$ cat config.mk
export PLATFORM = sky130hd
export DESIGN_NAME = sync_clamp_gen
export DESIGN_NICKNAME = d
export VERILOG_FILES = /design/src/rtl/clampgen_pkg.sv /design/src/rtl/clampgen_dp.sv /design/src/rtl/clampgen_ctrl.sv /design/src/rtl/sync_clamp_gen.sv
export SDC_FILE = /design/constraint.sdc
export NUM_CORES = 1
export LEC_CHECK = 0
export CORE_ASPECT_RATIO = 0.7
export CORE_MARGIN = 2
export CORE_UTILIZATION = 53
export DETAILED_ROUTE_END_ITERATION = 8
export PLACE_DENSITY_LB_ADDON = 0.3
export SYNTH_ARGS = -nofsm -noshare
export SYNTH_HDL_FRONTEND = slang
export SYNTH_HIERARCHICAL = 1
export SYNTH_SLANG_ARGS = --single-unit
$ cat constraint.sdc
create_clock -name clk -period 3.9 [get_ports clk]
set_input_delay 0.975 -clock clk [delete_from_list [all_inputs] [get_ports clk]]
set_output_delay 0.975 -clock clk [all_outputs]
set_load 0.02 [all_outputs]
$ cat src/rtl/clampgen_pkg.sv
package clampgen_pkg;

  // index of each raw input inside the synchronizer bank
  localparam int SigHs    = 0;
  localparam int SigVs    = 1;
  localparam int SigCoast = 2;
  localparam int SigClamp = 3;
  localparam int NumSig   = 4;

  // control -> datapath strobes
  typedef struct packed {
    logic restart;   // accepted leading edge: zero the pixel counter
    logic advance;   // count one pixel
    logic clampOn;   // internal clamp window is open this cycle
  } clampStb_t;

  // datapath -> control status
  typedef struct packed {
    logic lastCount; // counter has reached the end of the window
    logic inWindow;  // counter lies inside [place, place+dur)
  } cntStat_t;

endpackage

$ cat src/rtl/clampgen_dp.sv
module clampgen_dp
  import clampgen_pkg::*;
#(
  parameter int PosW       = 8,
  parameter int SyncStages = 2
) (
  input  logic            clk,
  input  logic            rstN,
  input  logic [NumSig-1:0] rawIn,
  input  logic            cfgHsInPol,
  input  logic            cfgClampSrc,
  input  logic            cfgClampPol,
  input  logic            cfgHsOutPol,
  input  logic            cfgVsInvert,
  input  logic [PosW-1:0] cfgPlace,
  input  logic [PosW-1:0] cfgDur,
  input  clampStb_t       stb,
  output cntStat_t        stat,
  output logic            hsSync,
  output logic            coastSync,
  output logic            hsyncOut,
  output logic            vsyncOut,
  output logic            clampOut
);

  localparam int CntW = PosW + 1;

  logic [NumSig-1:0] syncd;

  // one synchronizer chain per raw input
  for (genvar i = 0; i < NumSig; i++) begin : g_sync
    logic [SyncStages-1:0] chain;
    always_ff @(posedge clk or negedge rstN) begin
      if (!rstN) chain <= '0;
      else       chain <= {chain[SyncStages-2:0], rawIn[i]};
    end
    assign syncd[i] = chain[SyncStages-1];
  end

  assign hsSync    = syncd[SigHs];
  assign coastSync = syncd[SigCoast];

  // pixel counter measured from the accepted leading edge
  logic [CntW-1:0] pixCnt;
  logic [CntW-1:0] winStart;
  logic [CntW-1:0] winEnd;

  assign winStart = {1'b0, cfgPlace};
  assign winEnd   = {1'b0, cfgPlace} + {1'b0, cfgDur};

  always_ff @(posedge clk or negedge rstN) begin
    if (!rstN)            pixCnt <= '0;
    else if (stb.restart) pixCnt <= '0;
    else if (stb.advance) pixCnt <= pixCnt + CntW'(1);
  end

  assign stat.lastCount = (pixCnt + CntW'(1)) >= winEnd;
  assign stat.inWindow  = (pixCnt >= winStart) && (pixCnt < winEnd);

  // registered outputs
  logic hsActive;
  logic extActive;

  assign hsActive  = (syncd[SigHs] == cfgHsInPol);
  assign extActive = (syncd[SigClamp] == cfgClampPol);

  always_ff @(posedge clk or negedge rstN) begin
    if (!rstN) begin
      hsyncOut <= 1'b0;
      vsyncOut <= 1'b0;
      clampOut <= 1'b0;
    end else begin
      hsyncOut <= (hsActive == cfgHsOutPol);
      vsyncOut <= syncd[SigVs] ^ cfgVsInvert;
      clampOut <= cfgClampSrc ? extActive : stb.clampOn;
    end
  end

endmodule

$ cat src/rtl/clampgen_ctrl.sv
module clampgen_ctrl
  import clampgen_pkg::*;
(
  input  logic      clk,
  input  logic      rstN,
  input  logic      hsSync,
  input  logic      coastSync,
  input  logic      cfgHsInPol,
  input  logic      cfgCoastPol,
  input  cntStat_t  stat,
  output clampStb_t stb
);

  logic hsPrev;
  logic running;
  logic leadEdge;
  logic coastOn;

  always_ff @(posedge clk or negedge rstN) begin
    if (!rstN) hsPrev <= 1'b0;
    else       hsPrev <= hsSync;
  end

  // the leading edge direction follows the input polarity bit
  assign leadEdge = cfgHsInPol ? (hsSync & ~hsPrev) : (~hsSync & hsPrev);
  assign coastOn  = (coastSync == cfgCoastPol);

  assign stb.restart = leadEdge & ~coastOn;
  assign stb.advance = running & ~stb.restart & ~stat.lastCount;
  assign stb.clampOn = running & stat.inWindow;

  // a new accepted edge always wins over a pulse still in progress
  always_ff @(posedge clk or negedge rstN) begin
    if (!rstN)                        running <= 1'b0;
    else if (stb.restart)             running <= 1'b1;
    else if (running && stat.lastCount) running <= 1'b0;
  end

endmodule

$ cat src/rtl/sync_clamp_gen.sv
module sync_clamp_gen
  import clampgen_pkg::*;
#(
  parameter int PosW       = 8,
  parameter int SyncStages = 2
) (
  input  logic            clk,
  input  logic            rstN,
  input  logic            hsyncIn,
  input  logic            vsyncIn,
  input  logic            coastIn,
  input  logic            clampExtIn,
  input  logic            cfgHsInPol,
  input  logic            cfgCoastPol,
  input  logic            cfgClampSrc,
  input  logic            cfgClampPol,
  input  logic            cfgHsOutPol,
  input  logic            cfgVsInvert,
  input  logic [PosW-1:0] cfgPlace,
  input  logic [PosW-1:0] cfgDur,
  output logic            hsyncOut,
  output logic            vsyncOut,
  output logic            clampOut
);

  logic [NumSig-1:0] rawIn;
  clampStb_t         ctrlStb;
  cntStat_t          cntStat;
  logic              hsSync;
  logic              coastSync;

  always_comb begin
    rawIn           = '0;
    rawIn[SigHs]    = hsyncIn;
    rawIn[SigVs]    = vsyncIn;
    rawIn[SigCoast] = coastIn;
    rawIn[SigClamp] = clampExtIn;
  end

  clampgen_ctrl u_ctrl (
    .clk        (clk),
    .rstN       (rstN),
    .hsSync     (hsSync),
    .coastSync  (coastSync),
    .cfgHsInPol (cfgHsInPol),
    .cfgCoastPol(cfgCoastPol),
    .stat       (cntStat),
    .stb        (ctrlStb)
  );

  clampgen_dp #(
    .PosW      (PosW),
    .SyncStages(SyncStages)
  ) u_dp (
    .clk        (clk),
    .rstN       (rstN),
    .rawIn      (rawIn),
    .cfgHsInPol (cfgHsInPol),
    .cfgClampSrc(cfgClampSrc),
    .cfgClampPol(cfgClampPol),
    .cfgHsOutPol(cfgHsOutPol),
    .cfgVsInvert(cfgVsInvert),
    .cfgPlace   (cfgPlace),
    .cfgDur     (cfgDur),
    .stb        (ctrlStb),
    .stat       (cntStat),
    .hsSync     (hsSync),
    .coastSync  (coastSync),
    .hsyncOut   (hsyncOut),
    .vsyncOut   (vsyncOut),
    .clampOut   (clampOut)
  );

endmodule

; Word level (Yosys, flattened, before mapping)
; Cells that the tools add are included.
[op_classes]
n_lt_le_gt_ge = 3
eq_ne = 4
n_bitwise = 12
reduce_logical = 4
addsub = 2
n_mux = 6
[op_table]
columns = op, n
row1 = $mux 9, 2
row2 = $add 8x8->9, 1
row3 = $add 9x1->9 const B, 1
row4 = $ge 9x8->1, 1
row5 = $ge 9x9->1, 1
row6 = $lt 9x9->1, 1
row7 = $and 1x1->1, 6
row8 = $not 1->1, 5
row9 = $eq 1x1->1, 4
row10 = $mux 1, 4
row11 = $reduce_bool 2->1, 2
row12 = $logic_and 1x1->1, 2
row13 = $xor 1x1->1, 1
[word_totals]
inputBits = 28
word_cells = 41
output_inout_bits = 3
register_bits = 22

; Longest topological paths before layout
; Gate-level depths: netlist (run 1).
[depth]
ltp_word = 9
mapped_depth = 19
mapped_depth_nobuf = 18

; Modules after synthesis
; Netlist (run 1), hierarchy kept.
[by_module_without_submodules]
columns = module, area_each_um2, cells_each, n_inst
row1 = clampgen_dp, 1645.3, 169, 1
row2 = clampgen_ctrl, 106.4, 10, 1

; Worst setup path after synthesis (run 1)
; No wires, ideal clock.
[synth_path]
kind = input-to-reg
startpoint = input cfgPlace[1]
endpoint = register u_dp.pixCnt[7]
cell_stages = 18
setup_slack_ns = -0.037
setup_time_ns = 0.130
arrival_ns = 3.807
t_required_ns = 3.770
cell_sequence = ha_1 > a211oi_1 > nor2_1 > o21ai_0 > nand2b_1 > xnor2_1 > ha_1 > a21o_1 > a31oi_1 > maj3_2 > maj3_2 > o21bai_2 > nand2b_1 > nor2_1 > clkbuf_1 > nand4_1 > xnor2_1 > nor2_1
[synth_lines]
columns = item, line
row1 = "start, declared", sync_clamp_gen.sv:19  ; input logic [PosW-1:0] cfgPlace,
row2 = "end signal, assigned", clampgen_dp.sv:54  ; else if (stb.advance) pixCnt <= pixCnt + CntW'(1);
row3 = "end, declared", clampgen_dp.sv:44  ; logic [CntW-1:0] pixCnt;

==> summary.txt, run 1 <==
Detailed routing
  • Total Wirelength: 4.62 mm
  • Total number of vias: 1533
  • Drt pass-1 iters: 4
  • ANT nets after route: 0
  • Drc violations: 0
  • WL per Instance: 17.0 µm
  • Drt first-iter violations: 64
  • Vias per cell: 5.64

Global routing
  • First-pass GRT wire length: 6.69 mm
  • Overflow after GRT: 0
  • Vias in the first global route: 1442
  • Total track usage: 23.6%
  • Largest net degree at the start of global routing: 23
  • Initial antenna violation count: 0

Yosys
  • Post-synth top cells: ha_1, dfrtp_1, nor2_1, xor2_1
  • Mux cell area share after synthesis: 1.21%
  • Mean Syn Cell Area: 9.79 µm²
  • Gate Count Post-Synth: 179
  • Top_reg_cell synth: dfrtp_1
  • Fraction of the mapped netlist area in simple logic gates: 13.6%
  • Most frequent cell after synthesis: ha_1
  • Post-synthesis sequential area ratio: 31.4%
  • Post-synthesis net count: 239
  • Register bit count reported by yosys: 22
  • Synth top area share: 31.4%
  • Post-synth EDFFs: 0
  • Top cells by area, synth: dfrtp_1, ha_1, xor2_1
  • Compound-Gate Fraction of Synth Area: 11.7%
  • Count of different cell masters after synthesis: 36
  • Main combinational cell family by area after synthesis: adder cells
  • Ys Warns: 6
  • Xor and xnor area share after synthesis: 13.5%
  • Synthesized area: 1750 µm²
  • Dominant cell type by area after synthesis: dfrtp_1
  • Share of flip-flops with an asynchronous set or reset: 100%
  • Post-Synth Adder-Cell Area: 24.6%

Floorplan
  • Row cnt: 17
  • Starting Density: 55.6%
  • Die Height: 52.1 µm
  • Die width: 72.7 µm
  • CORE AREA: 3150 µm²
  • I/O pin cnt: 31
  • DIE AREA: 3790 µm²

Worst setup path
  • Arrival time at the worst endpoint: 4030 ps
  • Required time worst endpoint: 4030 ps
  • CP max stage cell: maj3_2
  • Worst setup path category: in -> reg
  • CP max FO: 6
  • Crit path cell chain: buf_4, ha_4, buf_6, a211oi_2, nor2_1, o21ai_1, nand2b_1, xnor2_2, ha_1, a21o_1, a31oi_1, maj3_2, maj3_2, o21bai_4, nand2b_4, nor2_4, buf_6, nand2_1, xor2_1, nor2_1
  • Largest stage delay on the critical path: 340 ps
  • CP Launch Type: input port
  • Nature of the critical path endpoint: flop

Hold path
  • Worst Hold Class: reg -> reg

Power
  • PD cells: 428 nW/µm²
  • Peak VDD IR: 0.316 mV
  • Pleak: 1.22 nW
  • Total power: 1.07 mW

Clock tree
  • Root Buffer: clkbuf_8
  • H-tree depth: 1
  • Worst-path clk slew: 80 ps
  • CTS buffer count: 3
  • Latest clock arrival within the worst-skew pair: 260 ps
  • CTS tree: yes
  • Clk sinks: 22
  • Clock Tree Buf Depth: 2

Timing
  • Achievable Freq: 257 MHz
  • Final setup fails: 0
  • Fin crit share: 99.9%
  • Worst setup margin: 3.84 ps
  • Fin. Hold Viols: 0
  • Skew final: 2.05 ps
  • Pins Over Slew Limit: 0
  • Slew headroom: 35.2%
  • Worst-margin pin slew: 969 ps
  • Setup tns final: 0 ps
  • RSZ-0062 raised after global routing: yes
  • Minimum clock period: 3900 ps
  • Worst hold slack: 353 ps

Final layout
  • Final Util: 79.2%
  • Proportion of layout cells with a drive suffix above 1: 27.8%
  • N_diodes: 0
  • Layout area overhead: 42.4%
  • Final instance area: 2490 µm²
  • Finished Layout Cells: 272
  • Number of nets in the layout: 295

Placement
  • Routability cong.: 0.759
  • Placed cell count: 258
  • Place WS: -928 ps
  • Port bufs: 30
  • Placed Area: 2180 µm²
  • Detail Placement HPWL: 2.94 mm

Run
  • Maxcap violations: 0

Status
  • Status: completed
-- report_power, final --
part / leakage (nW) / internal [mW] / switching, mW
logic: 0.919 / 0.273 / 0.267
clock network: 0.0357 / 0.137 / 0.0748
registers: 0.270 / 0.264 / 0.0507
total: 1.22 / 0.675 / 0.392
-- layer usage --
metal  up-vias  routed length [µm]  part of all wire [%]  track usage (%)
met4         0                 139                   3.0             6.79
met5         -                   0                     0                0
met1       727                1890                    41             29.0
met3        19                 260                   5.6             5.04
li1        727                   -                     -                -
met2        60                2330                    50             42.1
-- layout by cell type, fill, tap and decap left out, types with 4 or more instances in the layout --
| master | synthesis | final |
|---|---|---|
| dfrtp_1 | 22 | 22 |
| inv_1 | 13 | 12 |
| clkdlybuf4s50_1 | 0 | 20 |
| ha_4 | 0 | 6 |
| a21o_1 | 4 | 4 |
| xor2_1 | 14 | 13 |
| xnor2_1 | 13 | 11 |
| nor2_1 | 14 | 12 |
| buf_4 | 0 | 22 |
| nand2b_1 | 5 | 4 |
| ha_1 | 31 | 25 |
| o21ai_0 | 8 | 5 |
| buf_6 | 0 | 5 |
| nand2_1 | 10 | 8 |
| a21oi_1 | 7 | 5 |
-- what timing repair did --
item	in CTS	in global routing
setup endpoints to repair	10	9
buffers inserted	7	3
hold buffers	0	0
pin swaps	16	23
gates resized for setup	32	32
-- worst paths after layout --
check	from	end	slack (ps)	cells after the start
setup / recovery	cfgPlace[0]	u_dp/pixCnt[4]	4	20
hold / removal	u_dp/g_sync[3].chain[0]	u_dp/g_sync[3].chain[1]	350	0
setup reg to reg	u_dp/pixCnt[2]	u_dp/pixCnt[4]	640	15
hold reg to reg	u_dp/g_sync[3].chain[0]	u_dp/g_sync[3].chain[1]	350	0
max in group asynchronous	rstN	u_dp/vsyncOut	2070	1
min in group asynchronous	rstN	u_dp/clampOut	1240	1
-- critical path: cells and delay by family --
family / cells / cell delay, ps
compound gates: 5 / 660
xor+xnor: 2 / 340
fa+ha+maj: 4 / 1130
buf+inv: 3 / 420
simple gates: 6 / 530
-- logic make-up after synthesis --
| family | after synthesis |
|---|---|
| buffers and inverters | 16 |
| muxes | 2 |
| adders and majority gates | 34 |
| DFF | 22 |
| AOI/OAI and AO/OA | 32 |
| and+or+nand+nor | 46 |
| xor gates and xnor gates | 27 |
-- flip-flops by register name, indices dropped and copies added (netlist names) --
name and count:
u_ctrl/running 1, u_dp/clampOut 1, u_dp/g_sync.chain 8, u_dp/vsyncOut 1, u_ctrl/hsPrev 1, u_dp/pixCnt 9
u_dp/hsyncOut 1
-- layout make-up --
cell class              instances  area, µm²
multi-input cells             141       1290
fillers                       176        654
flip-flops and latches         22        551
repair buffers                 54        483
inverters                      13       48.8
well taps                      38       47.5
clock buffers                   3       41.3
clock inverters                 1       30.0
(Power assumes the default switching activity.)
==> inputs of run 2 (changes only) <==
- CORE_MARGIN: 2 -> 1
==> run 2 against run 1 <==
The run now ends with design-rule violations left. Core utilization shrank 2.4 points. Sequential power is essentially flat. Hold slack lost 1.5 ps. Clock skew grew 1.9 ps. Die area shrank 6.5%. Critical path depth shrank 3. First-iteration DRC count shrank 17%. Clock power shrank 21%. Maximum frequency grew 1.2%. Sequential cell count is the same. Highest routed layer unchanged. Register-to-register slack gained 80 ps.
==> summary.txt, run 2 (synthesized netlist as in run 1, its figures left out) <==
Final layout
  • N_diodes: 0
  • Final Util: 76.8%
  • Layout area overhead: 38.1%
  • Biggest regs: u_dp/pixCnt (9), u_dp/g_sync.chain (8)
  • Max FFs per register: 9
  • Fill count: 201
  • Most frequent cells in the layout: ha_1, clkdlybuf4s50_1, dfrtp_1
  • Most common cell after layout, fill and taps aside: ha_1
  • Number of nets in the layout: 292
  • Finished Layout Cells: 269
  • Proportion of layout cells with a drive suffix above 1: 27.3%
  • Most flops, register: u_dp/pixCnt

Timing
  • Pins Over Slew Limit: 0
  • Worst hold slack: 351 ps
  • Worst-margin pin slew: 975 ps
  • Final setup fails: 0
  • Fin crit share: 98.7%
  • Skew final: 3.91 ps
  • Slew headroom: 34.8%
  • Fin. Hold Viols: 0
  • Achievable Freq: 260 MHz
  • Minimum clock period: 3850 ps

Worst setup path
  • CP max stage cell: clkdlybuf4s50_1
  • CP Launch Type: input port
  • Required time worst endpoint: 4040 ps
  • CP Launch Point: cfgPlace[4]
  • Worst setup path category: in -> reg
  • CP max FO: 6
  • Nature of the critical path endpoint: flop
  • Reg-to-reg startpoint: u_dp/pixCnt[2]
  • Reg2reg setup slack: 720 ps
  • Arrival time at the worst endpoint: 3990 ps
  • Crit path cell chain: clkdlybuf4s50_1, ha_1, o21ai_1, nand2b_1, xnor2_2, ha_4, a21o_1, a31oi_2, maj3_2, maj3_2, o21bai_2, nand2b_4, nor2_4, buf_6, nand2_2, xor2_1, nor2_1
  • Most common cell on crit path: maj3_2
  • Largest stage delay on the critical path: 450 ps

Floorplan
  • Row cnt: 17
  • CORE AREA: 3150 µm²
  • Die Height: 50.1 µm
  • I/O pin cnt: 31
  • Starting Density: 55.6%
  • Die width: 70.7 µm
  • DIE AREA: 3540 µm²

Detailed routing
  • Drc violations: 6
  • ANT nets after route: 0
  • Drt first-iter violations: 53
  • Drt pass-1 iters: 8
  • Vias per cell: 5.51
  • Total Wirelength: 4.16 mm
  • WL per Instance: 15.5 µm
  • Total number of vias: 1483

Clock tree
  • Clock Tree Buf Depth: 2
  • Worst-path clk slew: 80 ps
  • CTS tree: yes
  • Clk sinks: 22
  • H-tree depth: 1
  • Latest clock arrival within the worst-skew pair: 270 ps
  • Root Buffer: clkbuf_8
  • CTS buffer count: 3

Placement
  • Placed cell count: 258
  • Routability cong.: 0.764
  • Port bufs: 30
  • Detail Placement HPWL: 2.86 mm

Global routing
  • Total track usage: 24.2%
  • Overflow after GRT: 0
  • Initial antenna violation count: 0
  • Largest net degree at the start of global routing: 23
  • Vias in the first global route: 1472
  • First-pass GRT wire length: 6.49 mm

Power
  • Peak VDD IR: 0.321 mV
  • PD cells: 414 nW/µm²
  • Pleak: 1.17 nW

Status
  • Violated checks: design-rule violations
  • Status: complete, but fails checks

Run
  • Maxcap violations: 0

Hold path
  • Worst Hold Class: reg -> reg
  • Min-delay src: u_dp/g_sync[3].chain[0]
## run 2: final cells by class
class / count / area [µm²] / area share [%]
tap: 38 / 47.5 / 1.97
timing repair buffer: 51 / 435 / 18.0
sequential: 22 / 551 / 22.8
multi-input combinational: 141 / 1280 / 53.0
clock buffer: 4 / 55.1 / 2.28
inverter: 13 / 48.8 / 2.02
## run 2: per-stage QoR
step	total power [mW]	TNS, ps	instance area (µm²)	setup slack (ps)
2_1_floorplan	0.582	0	1750	77.5
3_3_place_gp	0.692	-6380	2180	-740
3_5_place_dp	0.718	-8260	2180	-957
5_1_grt	1.07	-30.8	2420	-15.7
6_report	1.00	0	2420	50.9
4_1_cts	0.948	0	2370	12.8
## run 2: per-layer routing
metal	up-vias	GRT usage [%]	wire length (µm)
li1	729	-	-
met1	704	27.5	1700
met2	40	43.4	2200
met3	10	7.36	188
met4	0	8.33	73
met5	-	0	0
## run 2: worst max-delay path, delay by kind of cell
family | cells | cell delay (ps)
xor+xnor | 2 | 330
fa+ha+maj | 4 | 1230
buf+inv | 2 | 620
compound gates | 4 | 390
simple gates | 5 | 440
## run 2: repair_timing
action | 4_1_cts | 5_1_grt
pin swaps | 18 | 18
hold endpoints to repair | 0 | 0
gates resized for setup | 35 | 21
buffers inserted | 6 | 2
hold buffers | 0 | 0
endpoints found under the setup margin | 10 | 10
## run 2: worst paths after layout
path,endpoint,cells after the start
min in group asynchronous,u_ctrl/hsPrev,1
max reg2reg,u_dp/pixCnt[2],15
min,u_dp/g_sync[3].chain[1],0
max,u_dp/pixCnt[2],17
min reg2reg,u_dp/g_sync[3].chain[1],0
max in group asynchronous,u_dp/pixCnt[4],1
## run 2: report_power, final
| group | internal (mW) | leakage, nW | switching, mW |
|---|---|---|---|
| clock | 0.0902 | 0.0288 | 0.0768 |
| sequential | 0.264 | 0.270 | 0.0483 |
| combinational | 0.266 | 0.876 | 0.256 |
| total | 0.620 | 1.17 | 0.382 |
